$ cat src/rtl/pws_pkg.sv
package pws_pkg;

    // positions in the phase ring that the sequencer reacts to
    localparam int PH_CLAIM    = 3;  // scanner lets go of the bus
    localparam int PH_DRIVE    = 4;  // write address takes the bus
    localparam int PH_STROBE   = 5;  // write-enable rises
    localparam int PH_UNSTROBE = 6;  // write-enable falls
    localparam int PH_UNDRIVE  = 7;  // write address lets go
    localparam int PH_RELEASE  = 8;  // scanner gets the bus back
    localparam int PH_MIN      = PH_RELEASE + 1;

    typedef struct packed {
        logic pend;    // request seen, waiting for or inside a write
        logic claim;   // scanner driver disabled
        logic drive;   // second half of the write-driver enable
        logic strobe;  // memory write-enable
    } seq_flags_t;

    typedef enum logic [1:0] {
        OWN_SCAN  = 2'd0,
        OWN_NONE  = 2'd1,
        OWN_WRITE = 2'd2
    } owner_e;

    // write driver enabled only when both claim and drive are set, so an
    // orphan drive flag can never put two sources on the bus
    function automatic owner_e decode_owner(seq_flags_t f);
        if (!f.claim)
            return OWN_SCAN;
        else if (f.drive)
            return OWN_WRITE;
        else
            return OWN_NONE;
    endfunction

    function automatic logic seq_busy(seq_flags_t f);
        return f.pend | f.claim;
    endfunction

endpackage

$ cat src/rtl/pws_flag_chain.sv
module pws_flag_chain
    import pws_pkg::*;
#(
    parameter int NUM_PHASES = 10
) (
    input  logic                  clk,
    input  logic                  rst,
    input  logic [NUM_PHASES-1:0] phase_i,
    input  logic                  accept_i,
    output seq_flags_t            flags_o
);

    seq_flags_t flags_q;
    seq_flags_t flags_d;

    generate
        if (NUM_PHASES < PH_MIN) begin : g_bad_ring
            initial $error("phase ring shorter than the write sequence");
        end
    endgenerate

    always_comb begin
        flags_d = flags_q;
        if (accept_i)
            flags_d.pend = 1'b1;
        if (phase_i[PH_CLAIM] && flags_q.pend)
            flags_d.claim = 1'b1;
        if (phase_i[PH_DRIVE] && flags_q.claim)
            flags_d.drive = 1'b1;
        if (phase_i[PH_STROBE] && flags_q.drive)
            flags_d.strobe = 1'b1;
        if (phase_i[PH_UNSTROBE])
            flags_d.strobe = 1'b0;
        if (phase_i[PH_UNDRIVE]) begin
            flags_d.drive = 1'b0;
            // only a request already served by this write is retired
            if (flags_q.claim)
                flags_d.pend = 1'b0;
        end
        if (phase_i[PH_RELEASE])
            flags_d.claim = 1'b0;
    end

    always_ff @(posedge clk) begin
        if (rst)
            flags_q <= '0;
        else
            flags_q <= flags_d;
    end

    assign flags_o = flags_q;

    // ring is one-hot
    a_r2_phase_onehot: assert property (@(posedge clk) disable iff (rst)
        $onehot(phase_i));

    // a pending request claims the bus on phase 3
    a_r2_claim_on_phase3: assert property (@(posedge clk) disable iff (rst)
        (flags_q.pend && phase_i[PH_CLAIM]) |=> flags_q.claim);

    // later flags only ever stand on earlier ones
    a_r4_drive_needs_claim: assert property (@(posedge clk) disable iff (rst)
        flags_q.drive |-> flags_q.claim);

    // write-enable only inside the driven window, rising after phase 5
    a_r5_strobe_needs_drive: assert property (@(posedge clk) disable iff (rst)
        flags_q.strobe |-> flags_q.drive);

    a_r5_strobe_rise_phase5: assert property (@(posedge clk) disable iff (rst)
        $rose(flags_q.strobe) |-> $past(phase_i[PH_STROBE]));

    a_r5_strobe_one_cycle: assert property (@(posedge clk) disable iff (rst)
        flags_q.strobe |=> !flags_q.strobe);

    // phase 8 always hands the bus back
    a_r6_release_phase8: assert property (@(posedge clk) disable iff (rst)
        phase_i[PH_RELEASE] |=> !flags_q.claim);

endmodule

$ cat src/rtl/pws_cmd_latch.sv
module pws_cmd_latch #(
    parameter int ADDR_W = 7
) (
    input  logic              clk,
    input  logic              rst,
    input  logic              accept_i,
    input  logic [ADDR_W-1:0] addr_i,
    input  logic              data_i,
    output logic [ADDR_W-1:0] addr_o,
    output logic              data_o
);

    logic [ADDR_W-1:0] addr_q;
    logic              data_q;

    always_ff @(posedge clk) begin
        if (rst) begin
            addr_q <= '0;
            data_q <= 1'b0;
        end else if (accept_i) begin
            addr_q <= addr_i;
            data_q <= data_i;
        end
    end

    assign addr_o = addr_q;
    assign data_o = data_q;

endmodule

$ cat src/rtl/pws_addr_mux.sv
module pws_addr_mux
    import pws_pkg::*;
#(
    parameter int ADDR_W = 7
) (
    input  owner_e            owner_i,
    input  logic [ADDR_W-1:0] scan_addr_i,
    input  logic [ADDR_W-1:0] wr_addr_i,
    output logic [ADDR_W-1:0] addr_o,
    output logic              float_o
);

    logic scan_en;
    logic wr_en;

    assign scan_en = (owner_i == OWN_SCAN);
    assign wr_en   = (owner_i == OWN_WRITE);
    assign float_o = !scan_en && !wr_en;

    // each line: driven by its owner, otherwise pulled high
    generate
        for (genvar b = 0; b < ADDR_W; b++) begin : g_line
            always_comb begin
                if (scan_en)
                    addr_o[b] = scan_addr_i[b];
                else if (wr_en)
                    addr_o[b] = wr_addr_i[b];
                else
                    addr_o[b] = 1'b1;
            end
        end
    endgenerate

endmodule

$ cat src/rtl/phase_write_sequencer.sv
module phase_write_sequencer
    import pws_pkg::*;
#(
    parameter int ADDR_W     = 7,
    parameter int NUM_PHASES = 10
) (
    input  logic                  clk,
    input  logic                  rst,
    input  logic [NUM_PHASES-1:0] phase_i,
    input  logic                  cmd_i,
    input  logic [ADDR_W-1:0]     cmd_addr_i,
    input  logic                  cmd_data_i,
    input  logic [ADDR_W-1:0]     scan_addr_i,
    output logic [ADDR_W-1:0]     mem_addr_o,
    output logic                  mem_din_o,
    output logic                  mem_we_o,
    output logic                  bus_float_o
);

    seq_flags_t        flags;
    owner_e            owner;
    logic              busy;
    logic              accept;
    logic [ADDR_W-1:0] cap_addr;
    logic              cap_data;

    assign busy   = seq_busy(flags);
    assign accept = cmd_i && !busy;
    assign owner  = decode_owner(flags);

    pws_flag_chain #(
        .NUM_PHASES(NUM_PHASES)
    ) u_chain (
        .clk      (clk),
        .rst      (rst),
        .phase_i  (phase_i),
        .accept_i (accept),
        .flags_o  (flags)
    );

    pws_cmd_latch #(
        .ADDR_W(ADDR_W)
    ) u_latch (
        .clk      (clk),
        .rst      (rst),
        .accept_i (accept),
        .addr_i   (cmd_addr_i),
        .data_i   (cmd_data_i),
        .addr_o   (cap_addr),
        .data_o   (cap_data)
    );

    pws_addr_mux #(
        .ADDR_W(ADDR_W)
    ) u_mux (
        .owner_i     (owner),
        .scan_addr_i (scan_addr_i),
        .wr_addr_i   (cap_addr),
        .addr_o      (mem_addr_o),
        .float_o     (bus_float_o)
    );

    assign mem_we_o  = flags.strobe;
    assign mem_din_o = cap_data;

    // captured command is frozen while a write is pending or running
    a_r8_capture_held: assert property (@(posedge clk) disable iff (rst)
        busy |=> ($stable(cap_addr) && $stable(cap_data)));

    // write-enable is only ever seen with the write address on the bus
    a_r5_we_with_addr: assert property (@(posedge clk) disable iff (rst)
        mem_we_o |-> (!bus_float_o && mem_addr_o == cap_addr));

    // idle sequencer leaves the scan address on the bus
    a_r9_idle_scan: assert property (@(posedge clk) disable iff (rst)
        !busy |-> (mem_addr_o == scan_addr_i && !mem_we_o && !bus_float_o));

    // undriven bus reads as all ones
    a_r3_float_ones: assert property (@(posedge clk) disable iff (rst)
        bus_float_o |-> (&mem_addr_o && !mem_we_o));

endmodule

$ cat config.mk
export PLATFORM = sky130hd
export DESIGN_NAME = phase_write_sequencer
export DESIGN_NICKNAME = d
export VERILOG_FILES = /design/src/rtl/pws_pkg.sv /design/src/rtl/pws_flag_chain.sv /design/src/rtl/pws_cmd_latch.sv /design/src/rtl/pws_addr_mux.sv /design/src/rtl/phase_write_sequencer.sv
export SDC_FILE = /design/constraint.sdc
export NUM_CORES = 1
export LEC_CHECK = 0
export ABC_AREA = 0
export BUFFER_PORTS_ARGS = -buffer_cell sky130_fd_sc_hd__buf_2
export CORE_MARGIN = 2
export CORE_UTILIZATION = 46
export CTS_BUF_LIST = sky130_fd_sc_hd__clkbuf_2
export DETAILED_ROUTE_END_ITERATION = 7
export MAX_ROUTING_LAYER = met4
export PLACE_DENSITY = 0.83
export SETUP_SLACK_MARGIN = 0.15
export SLEW_MARGIN = 30
export SYNTH_ARGS = -nofsm -noshare
export SYNTH_HDL_FRONTEND = slang
export SYNTH_SLANG_ARGS = --single-unit
$ cat constraint.sdc
create_clock -name clk -period 2.2 [get_ports clk]
set_input_delay 0.11 -clock clk [delete_from_list [all_inputs] [get_ports clk]]
set_output_delay 0.11 -clock clk [all_outputs]
set_load 0.01 [all_outputs]
Yosys cells after proc, flatten, opt, wreduce, memory -nomap -nowiden. Cells that the tools add are included.

Bits in registers: 12. Bits in latches: 0. Bits in writable memories: 0. Bits in read-only memories: 0. Input port bits: 28. Output and inout port bits: 10. Logic and storage cells: 39. Memories: 0.

Add/sub/neg operators: 0. $mul: 0. Div/mod/pow operators: 0. $lt $le $gt $ge: 0. Equality and inequality tests: 1. Shift operators: 0. Multiplexer cells: 19. Bitwise gates (word level): 1. Reduce and logical (&&, ||, !) cells: 12.

Operators with widths (number): $mux W1 (17); $reduce_or A2 Y1 (3); $logic_and A1 B1 Y1 (5); $mux W2 (2); $logic_not A1 Y1 (3); $eq A2 B2 Y1 const B (1); $logic_not A2 Y1 (1); $or A1 B1 Y1 (1).

Depth between registers and ports, before layout. Gate-level depths: netlist (run 1).

Depth in word-level cells: 6. Gate-level depth with buffers: 4. Mapped depth without buffers: 2.

Cells and area by module. From an unflattened synthesis (run 1), not the netlist that was laid out.

Cell total of the unflattened synthesis: 58. Area, all modules: 591.8 um2.

Modules (own cells, without submodules): pws_cmd_latch (times used 1, cells an instance 26, area each 285.3 um2, sequential area each 160.2 um2); pws_flag_chain (times used 1, cells an instance 12, area each 141.4 um2, sequential area each 80.1 um2); pws_addr_mux (times used 1, cells an instance 17, area each 136.4 um2, sequential area each 0.0 um2); phase_write_sequencer (times used 1, cells an instance 3, area each 28.8 um2, sequential area each 0.0 um2).

Worst setup path after synthesis (run 1). No wires, ideal clock.

Path kind: flip-flop to output port. Start point: register u_chain.flags_q, in the netlist u_chain.flags_o[2]. End point: output mem_addr_o[3]. Arrival: 0.883 ns. Data required time: 2.090 ns. Path slack: 1.207 ns. Stages on the path, launching flop included: 5. Path through: dfxtp_1 buf_6 buf_2 nor2_1 a31oi_1.

Longest elaborated chain between the ends: 4. Elaborated cells between the ends (all ways): 5. Those cells by class: 1 x eq/ne; 3 x mux; 1 x reduce/logical.

Ends and longest elaborated chain: start: declaration (RTL line pws_flag_chain.sv:13) `seq_flags_t flags_q;`; start signal: assignment (RTL line pws_flag_chain.sv:48) `flags_q <= flags_d;`; $mux W2 (*) (RTL line pws_pkg.sv:28) `if (!f.claim)`; $eq A2 B2 Y1 (RTL line pws_addr_mux.sv:17) `assign wr_en = (owner_i == OWN_WRITE);`; $mux W1 (RTL line pws_addr_mux.sv:26) `else if (wr_en)`; $mux W1 (*) (RTL line pws_addr_mux.sv:24) `if (scan_en)`; end: declaration (RTL line phase_write_sequencer.sv:14) `output logic [ADDR_W-1:0] mem_addr_o,`.

Mark *: on every way between the ends. The rest lies on a longest branch, timed or not.

Worst setup path in the final report (run 1).
Start point: register u_chain.flags_q, in the netlist u_chain.flags_o[2]. End point: register u_latch.addr_q[1] (netlist: u_latch.addr_o[1]).

Longest elaborated chain between the ends: 3.

Ends and longest elaborated chain: $or A1 B1 Y1 (RTL line pws_pkg.sv:37) `return f.pend | f.claim;`; $logic_not A1 Y1 (RTL line phase_write_sequencer.sv:28) `assign accept = cmd_i && !busy;`; $logic_and A1 B1 Y1 (RTL line phase_write_sequencer.sv:28); end signal: assignment (RTL line pws_cmd_latch.sv:21) `addr_q <= addr_i;`; end: declaration (RTL line pws_cmd_latch.sv:13) `logic [ADDR_W-1:0] addr_q;`.

No other way between the ends. A chain may end at the register's enable or synchronous reset.

==> results of run 1 <==
per-layer routing:
| metal | global-route usage | wire length, um |
|---|---|---|
| met1 | 0.216 | 586 |
| met2 | 0.227 | 554 |
| met3 | 0.0326 | 85 |
| met4 | 0.0750 | 13 |
| met5 | - | 0 |
layout make-up:
| cell class | count | area, um^2 | area share |
|---|---|---|---|
| flip-flops and latches | 12 | 240 | 0.298 |
| clock inverters | 1 | 3.75 | 0.00466 |
| well taps | 15 | 18.8 | 0.0233 |
| inverters | 6 | 22.5 | 0.0280 |
| clock buffers | 3 | 15.0 | 0.0186 |
| multi-input cells | 49 | 320 | 0.398 |
| repair buffers | 35 | 185 | 0.230 |
state kept, by name, summed over array words and instances, names as in the netlist:
name	flops
u_latch.addr_o	7
u_latch.data_o	1
u_chain.flags_o	4
stage by stage:
step                      power [W]  instances  hold WS [ns]
after global routing       0.000456        121       0.00931
after global placement     0.000324        115         0.273
after CTS                  0.000436        121        0.0168
final                      0.000433        121        0.0268
after floorplan            0.000295         73         0.187
after detailed placement   0.000326        115         0.277
power by group:
part | internal (W) | switching [W]
Clock | 0.0000396 | 0.0000703
Combinational | 0.0000475 | 0.0000361
Sequential | 0.000230 | 0.0000100
Total | 0.000317 | 0.000116
what timing repair did:
item	in CTS	in global routing
hold buffers	2	0
endpoints found under the hold margin	2	0
resized for setup	0	0
setup endpoints to repair	0	0
worst min-delay path by stage:
stage | to | slack [ns] | startpoint
after global routing | u_chain.flags_o[1] | 0.009 | phase_i[7]
after detailed placement | u_chain.flags_o[0] | 0.28 | phase_i[6]
after floorplan | u_chain.flags_o[0] | 0.19 | phase_i[6]
after global placement | u_chain.flags_o[0] | 0.27 | phase_i[6]
final | u_chain.flags_o[1] | 0.03 | phase_i[7]
after CTS | u_chain.flags_o[1] | 0.02 | phase_i[7]
cell usage in the layout, fill, tap and decap left out:
master	n
o22a_1	1
clkinv_1	1
nor2_1	6
nor2b_1	1
dfxtp_1	12
buf_2	33
nor3b_2	1
dlygate4sd3_1	2
nand2_1	1
nand2b_1	17
a21oi_1	4
nor3_1	3
o21bai_1	1
clkbuf_2	3
a31oi_1	6
mux2i_1	8
inv_1	6
cells by family after synthesis:
logic type,Yosys count,synth area share
multiplexers,8,0.129
buffers and inverters,12,0.100
AO/OA/AOI/OAI,12,0.118
AND/OR/NAND/NOR,29,0.267
flip-flops,12,0.386
worst max-delay path, delay by kind of cell (launching register included):
kind             cells  cell delay (ns)
and+or+nand+nor      1             0.75
DFF                  1             0.52
muxes                1             0.25
==> impl_results.md, run 1 <==
* Outcome: finished, final reports clean
* CTS buffer count at 3
* Area share of the largest cell type after synthesis at 0.386
* Syn Inst Count at 73
* First-pass GRT wire length at 1.73 mm
* Clock Sinks at 12
* CP max FO at 19
* Slew Viols, Final at 0
* Pre-antenna DRT Iters at 4
* NumNets Final at between 100 and 150
* Drt wl/cell at approximately 10 um
* Critical Path Sink: u_latch.addr_o[1]
* CP max stage cell: nor3b_2
* Post-route worst setup slack at about 0.61 ns
* Fill cells at about 120
* Final wirelength at ~1.2 mm
* WHS Path Cells at 2
* Layout area overhead at 29.3%
* Mapped cell area at 623 um^2
* Post-DP Area at approximately 770 um^2
* R2R Setup Slk at 0.61 ns
* Most frequent cell after synthesis: nand2b_1
* Placer Congestion at around 0.67
* EDFF count, synth at 0
* R2r endpoint: u_latch.addr_o[1]
* Clock latency on the worst-skew pair at about 0.25 ns
* Top_reg_cell synth: dfxtp_1
* Slew margin rel. at 0.468
* Register clock-pin slew on the reported worst setup and hold paths at roughly 0.12 ns
* Setup crit end kind: flip-flop
* Register bit total from synthesis at 12
* Critical Path Start Type: flip-flop
* Antenna violations before repair at 0
* Post-CTS repair timing setup buffer count at 0
* Max-Cap Viols at 0
* Setup-failing EPs final at 0
* Core Area at between 1000 and 1500 um^2
* DR vias at between 500 and 600
* Post-synth net total at 101
* Max clock buf depth at 2
* Synth warn at 0
* Post-synth top area cell: dfxtp_1
* Syn avg cell area at ~8.5 um^2
* Peak supply drop at 402 uV
* CP Class: reg -> reg
* Worst R2R Start: u_chain.flags_o[2]
* Area contributors post-synth: dfxtp_1 (39%), nand2b_1 (17%), mux2i_1 (13%), a31oi_1 (6.0%), buf_6 (3.6%)
* Layout cell share with drive strength beyond 1 at 0.349
* Setup TNS at 0 ns
* Period utilization at 0.722
* Core Rows at 13
* Skew final at between 0.007 and 0.008 ns
* Worst Tran Pin Value at a little under 0.8 ns
* Die height at 40.8 um
* Non-Filler Cell Area, Final at a little over 800 um^2
* Overflow after GRT at 0
* Crit path cell chain: nor3b_2 -> mux2i_1
* Htree depth at 1
* RSZ-0062 raised after global routing: false
* Largest net degree at the start of global routing at 21
* Async S/R FF share, synth at 0
* Placement Setup Slack at 0.596 ns
* Synth unique cells at 16
* Final core occ at 0.627
* Reg2Reg Depth at 2
* Post-route ant nets at 0
* Final Critical Period at 1.59 ns
* CP required at roughly 2.4 ns
* DRC at 0
* Initial Utilization at 0.485
* Die ar. at approximately 1700 um^2
* Inserted Diodes at 0
* Io pins at 38
* Sequential element share of the synthesized area at 0.386
* Critical path origin: u_chain.flags_o[2]
* CTS tree: done
* PD cells at around 540 nW/um^2
* Static Leak at 0.371 nW
* Max Clk Rate at between 0.6 and 0.7 GHz
* Root Buffer: clkbuf_2
* Vias in the first global route at around 420
* Total GRT Usage at 0.161
* Die span in x at 40.8 um
* Final Hold Vio Count at 0
* Port Buf Inserts at 33
* Vias/cell at about 4.9
* DRT iter0 DRCs at 7
* CP arrival at ~1.8 ns
* Most frequent cells after synthesis: nand2b_1 (17), dfxtp_1 (12), mux2i_1 (8)
* Worst hold path type: in -> reg
* Critical Path Max Stage Delay at 0.75 ns
Power figures use the tool's default switching activity.
==> run 2: changes to the inputs <==
- ABC_AREA: 0 -> 1
- CORE_UTILIZATION: 46 -> 43
- PLACE_DENSITY: 0.83 -> 0.79
- clock period: 2.2 -> 1.6 ns (I/O delays scaled with it)
==> run 2 against run 1 <==
Count of clock-buffer cells in the layout did not move. Via count increased by 7.2%. Non-clock buffer count fell by 1. Combinational power up 58%. Power is 40% higher. Area after synthesis fell by 2.4%. Die area is 4.0% higher. Flip-flop and latch count unchanged. Final area fell by 3.0%.
==> impl_results.md, run 2 <==
* Outcome: finished, final reports clean
* RSZ-0062 raised after global routing: false
* Fill cells at 136
* Sw Pwr at around 0.00017 W
* Drt wl/cell at just under 10 um
* Post-synth top area cell: dfxtp_1
* Htree depth at 1
* CP arrival at 1.30 ns
* Most frequent cell after synthesis: nand2_1
* Initial Utilization at 0.462
* Placer Congestion at 0.773
* Worst Tran Pin Value at 0.363 ns
* Pre-antenna DRT Iters at 4
* Most frequent cells in the layout: buf_2 (33), inv_1 (14), nand2_1 (14)
* Inserted Diodes at 0
* WHS at around 0.022 ns
* Clock latency on the worst-skew pair at about 0.26 ns
* Switching Share at 0.282
* Area share of the largest cell type after synthesis at 0.395
* Slew Viols, Final at 0
* Clock share of power at 0.232
* Clock Sinks at 12
* Peak supply drop at 530 uV
* Met3 usage at 0.0304
* Post-synth net total at 114
* Syn Inst Count at 86
* Max Clk Rate at 0.725 GHz
* Skew final at between 0.002 and 0.0025 ns
* DRT iter0 DRCs at 5
* Synth warn at 0
* Core Area at ~1300 um^2
* Detailed placement HPWL at roughly 970 um
* Pint at 0.000436 W
* CP max FO at 7
* First-pass GRT wire length at about 2.2 mm
* Syn avg cell area at just over 7 um^2
* Static Leak at 0.452 nW
* Met2 usage in global routing at 0.253
* Worst hold path type: in -> reg
* Critical Path Start Type: flip-flop
* EDFF count, synth at 0
* Final wirelength at 1.32 mm
* Die ar. at 1730 um^2
* Final Hold Vio Count at 0
* Most frequent cells after synthesis: nand2_1 (15), inv_1 (14), dfxtp_1 (12)
* Register clock-pin slew on the reported worst setup and hold paths at about 0.1 ns
* CP required at between 1.5 and 2 ns
* Mapped cell area at between 600 and 700 um^2
* Die span in x at 41.6 um
* Layout cell share with drive strength beyond 1 at 0.336
* Io pins at 38
* Post-CTS repair timing setup buffer count at 0
* Logic pwr share at 0.218
* Total GRT Usage at 0.166
* Seq pwr share at 0.550
* Max reg flops at 7
* DRC at 0
* Post-route worst setup slack at roughly 0.22 ns
* CP max stage cell: dfxtp_1
* Largest net degree at the start of global routing at 18
* CTS resizes at 1
* Max-Cap Viols at 0
* Commonest non-fill, non-tap cell in the layout: buf_2
* Port Buf Inserts at 33
* Max clock buf depth at 2
* GR peak layer: met2
* DR vias at 638
* CP Class: reg -> out
* Slew margin rel. at 0.758
* Top_reg_cell synth: dfxtp_1
* Vias/cell at 4.76
* Antenna violations before repair at 0
* Layout area overhead at 28.6%
* Met1 Track Usage GR at 0.196
* Setup-failing EPs final at 0
* PD cells at around 780 nW/um^2
* Async S/R FF share, synth at 0
* NumNets Final at 149
* Setup crit end kind: output pin
* Critical Path Max Stage Delay at about 0.52 ns
* Setup TNS at 0 ns
* Die height at between 40 and 50 um
* Register bit total from synthesis at 12
* Area contributors post-synth: dfxtp_1 (40%), o22a_1 (10%), nand2_1 (9.3%), inv_1 (8.6%), a21oi_1 (8.2%)
* Post-route ant nets at 0
* Period utilization at 0.861
* Placement Setup Slack at 0.449 ns
* Root Buffer: clkbuf_2
* Synth unique cells at 14
* Crit path cell chain: nand2_2 -> o22a_1 -> buf_2
* Vias in the first global route at approximately 560
* Overflow after GRT at 0
* CTS tree: done
* Core Rows at 13
* CTS buffer count at 3
* Final Critical Period at about 1.4 ns
* Hold-fix buffer count after cts at 0
* Sequential element share of the synthesized area at 0.395
==> run 2: cell count changes after synthesis, moves of 5 or more <==
cell      change
o22a_1        +6
nand2_1      +14
a21oi_1       +6
nand2b_1     -17
mux2i_1       -8
nand3_1       +8
nor2_1        +5
a31oi_1       -6
inv_1         +8
==> run 2: worst max-delay path: cells and delay by family (launching register included) <==
kind	cells	cell delay (ns)
flops	1	0.52
compound gates	1	0.20
simple gates	1	0.19
buf+inv	1	0.13
==> run 2: path summary, 6_finish.rpt <==
kind	start	to	slack, ns	cells after the start
max	u_chain.flags_o[2]	mem_addr_o[4]	0.22	3
min	rst	u_chain.flags_o[3]	0.02	2
max reg2reg	u_chain.flags_o[2]	u_latch.addr_o[5]	0.48	4
min reg2reg	u_chain.flags_o[0]	u_chain.flags_o[0]	0.49	2
==> run 2: final cells by class <==
class	count	area, um^2	area share
inverter	15	56.3	0.0720
sequential	12	240	0.307
timing repair buffer	34	173	0.221
tap	15	18.8	0.0240
clock buffer	3	15.0	0.0192
multi-input combinational	55	279	0.357
==> run 2: power groups by stage <==
stage	Clock (W)	Sequential [W]	Combinational, W
5_1_grt	0.000152	0.000337	0.000150
2_1_floorplan	0	0.000339	0.0000898
3_3_place_gp	0	0.000340	0.000130
6_report	0.000141	0.000334	0.000132
3_5_place_dp	0	0.000341	0.000132
4_1_cts	0.000144	0.000335	0.000134
==> run 2: cell families after synthesis <==
| logic type | count (synthesis) | synth area share |
|---|---|---|
| and+or+nand+nor | 36 | 0.255 |
| AOI/OAI and AO/OA | 19 | 0.200 |
| buffers and inverters | 19 | 0.150 |
| DFF | 12 | 0.395 |
==> run 2: metal layers <==
metal | share of wire | routed length [um]
met1 | 0.46 | 610
met2 | 0.46 | 606
met3 | 0.055 | 73
met4 | 0.026 | 34
met5 | 0 | 0
==> run 2: metrics by stage <==
| step | utilization | cell area (um^2) | power, W | cells |
|---|---|---|---|---|
| global route | 0.594 | 782 | 0.000639 | 134 |
| detailed placement | 0.580 | 764 | 0.000474 | 131 |
| floorplan | - | 608 | 0.000429 | 86 |
| CTS | 0.594 | 782 | 0.000612 | 134 |
| finish | 0.594 | 782 | 0.000608 | 134 |
| global placement | 0.580 | 764 | 0.000470 | 131 |
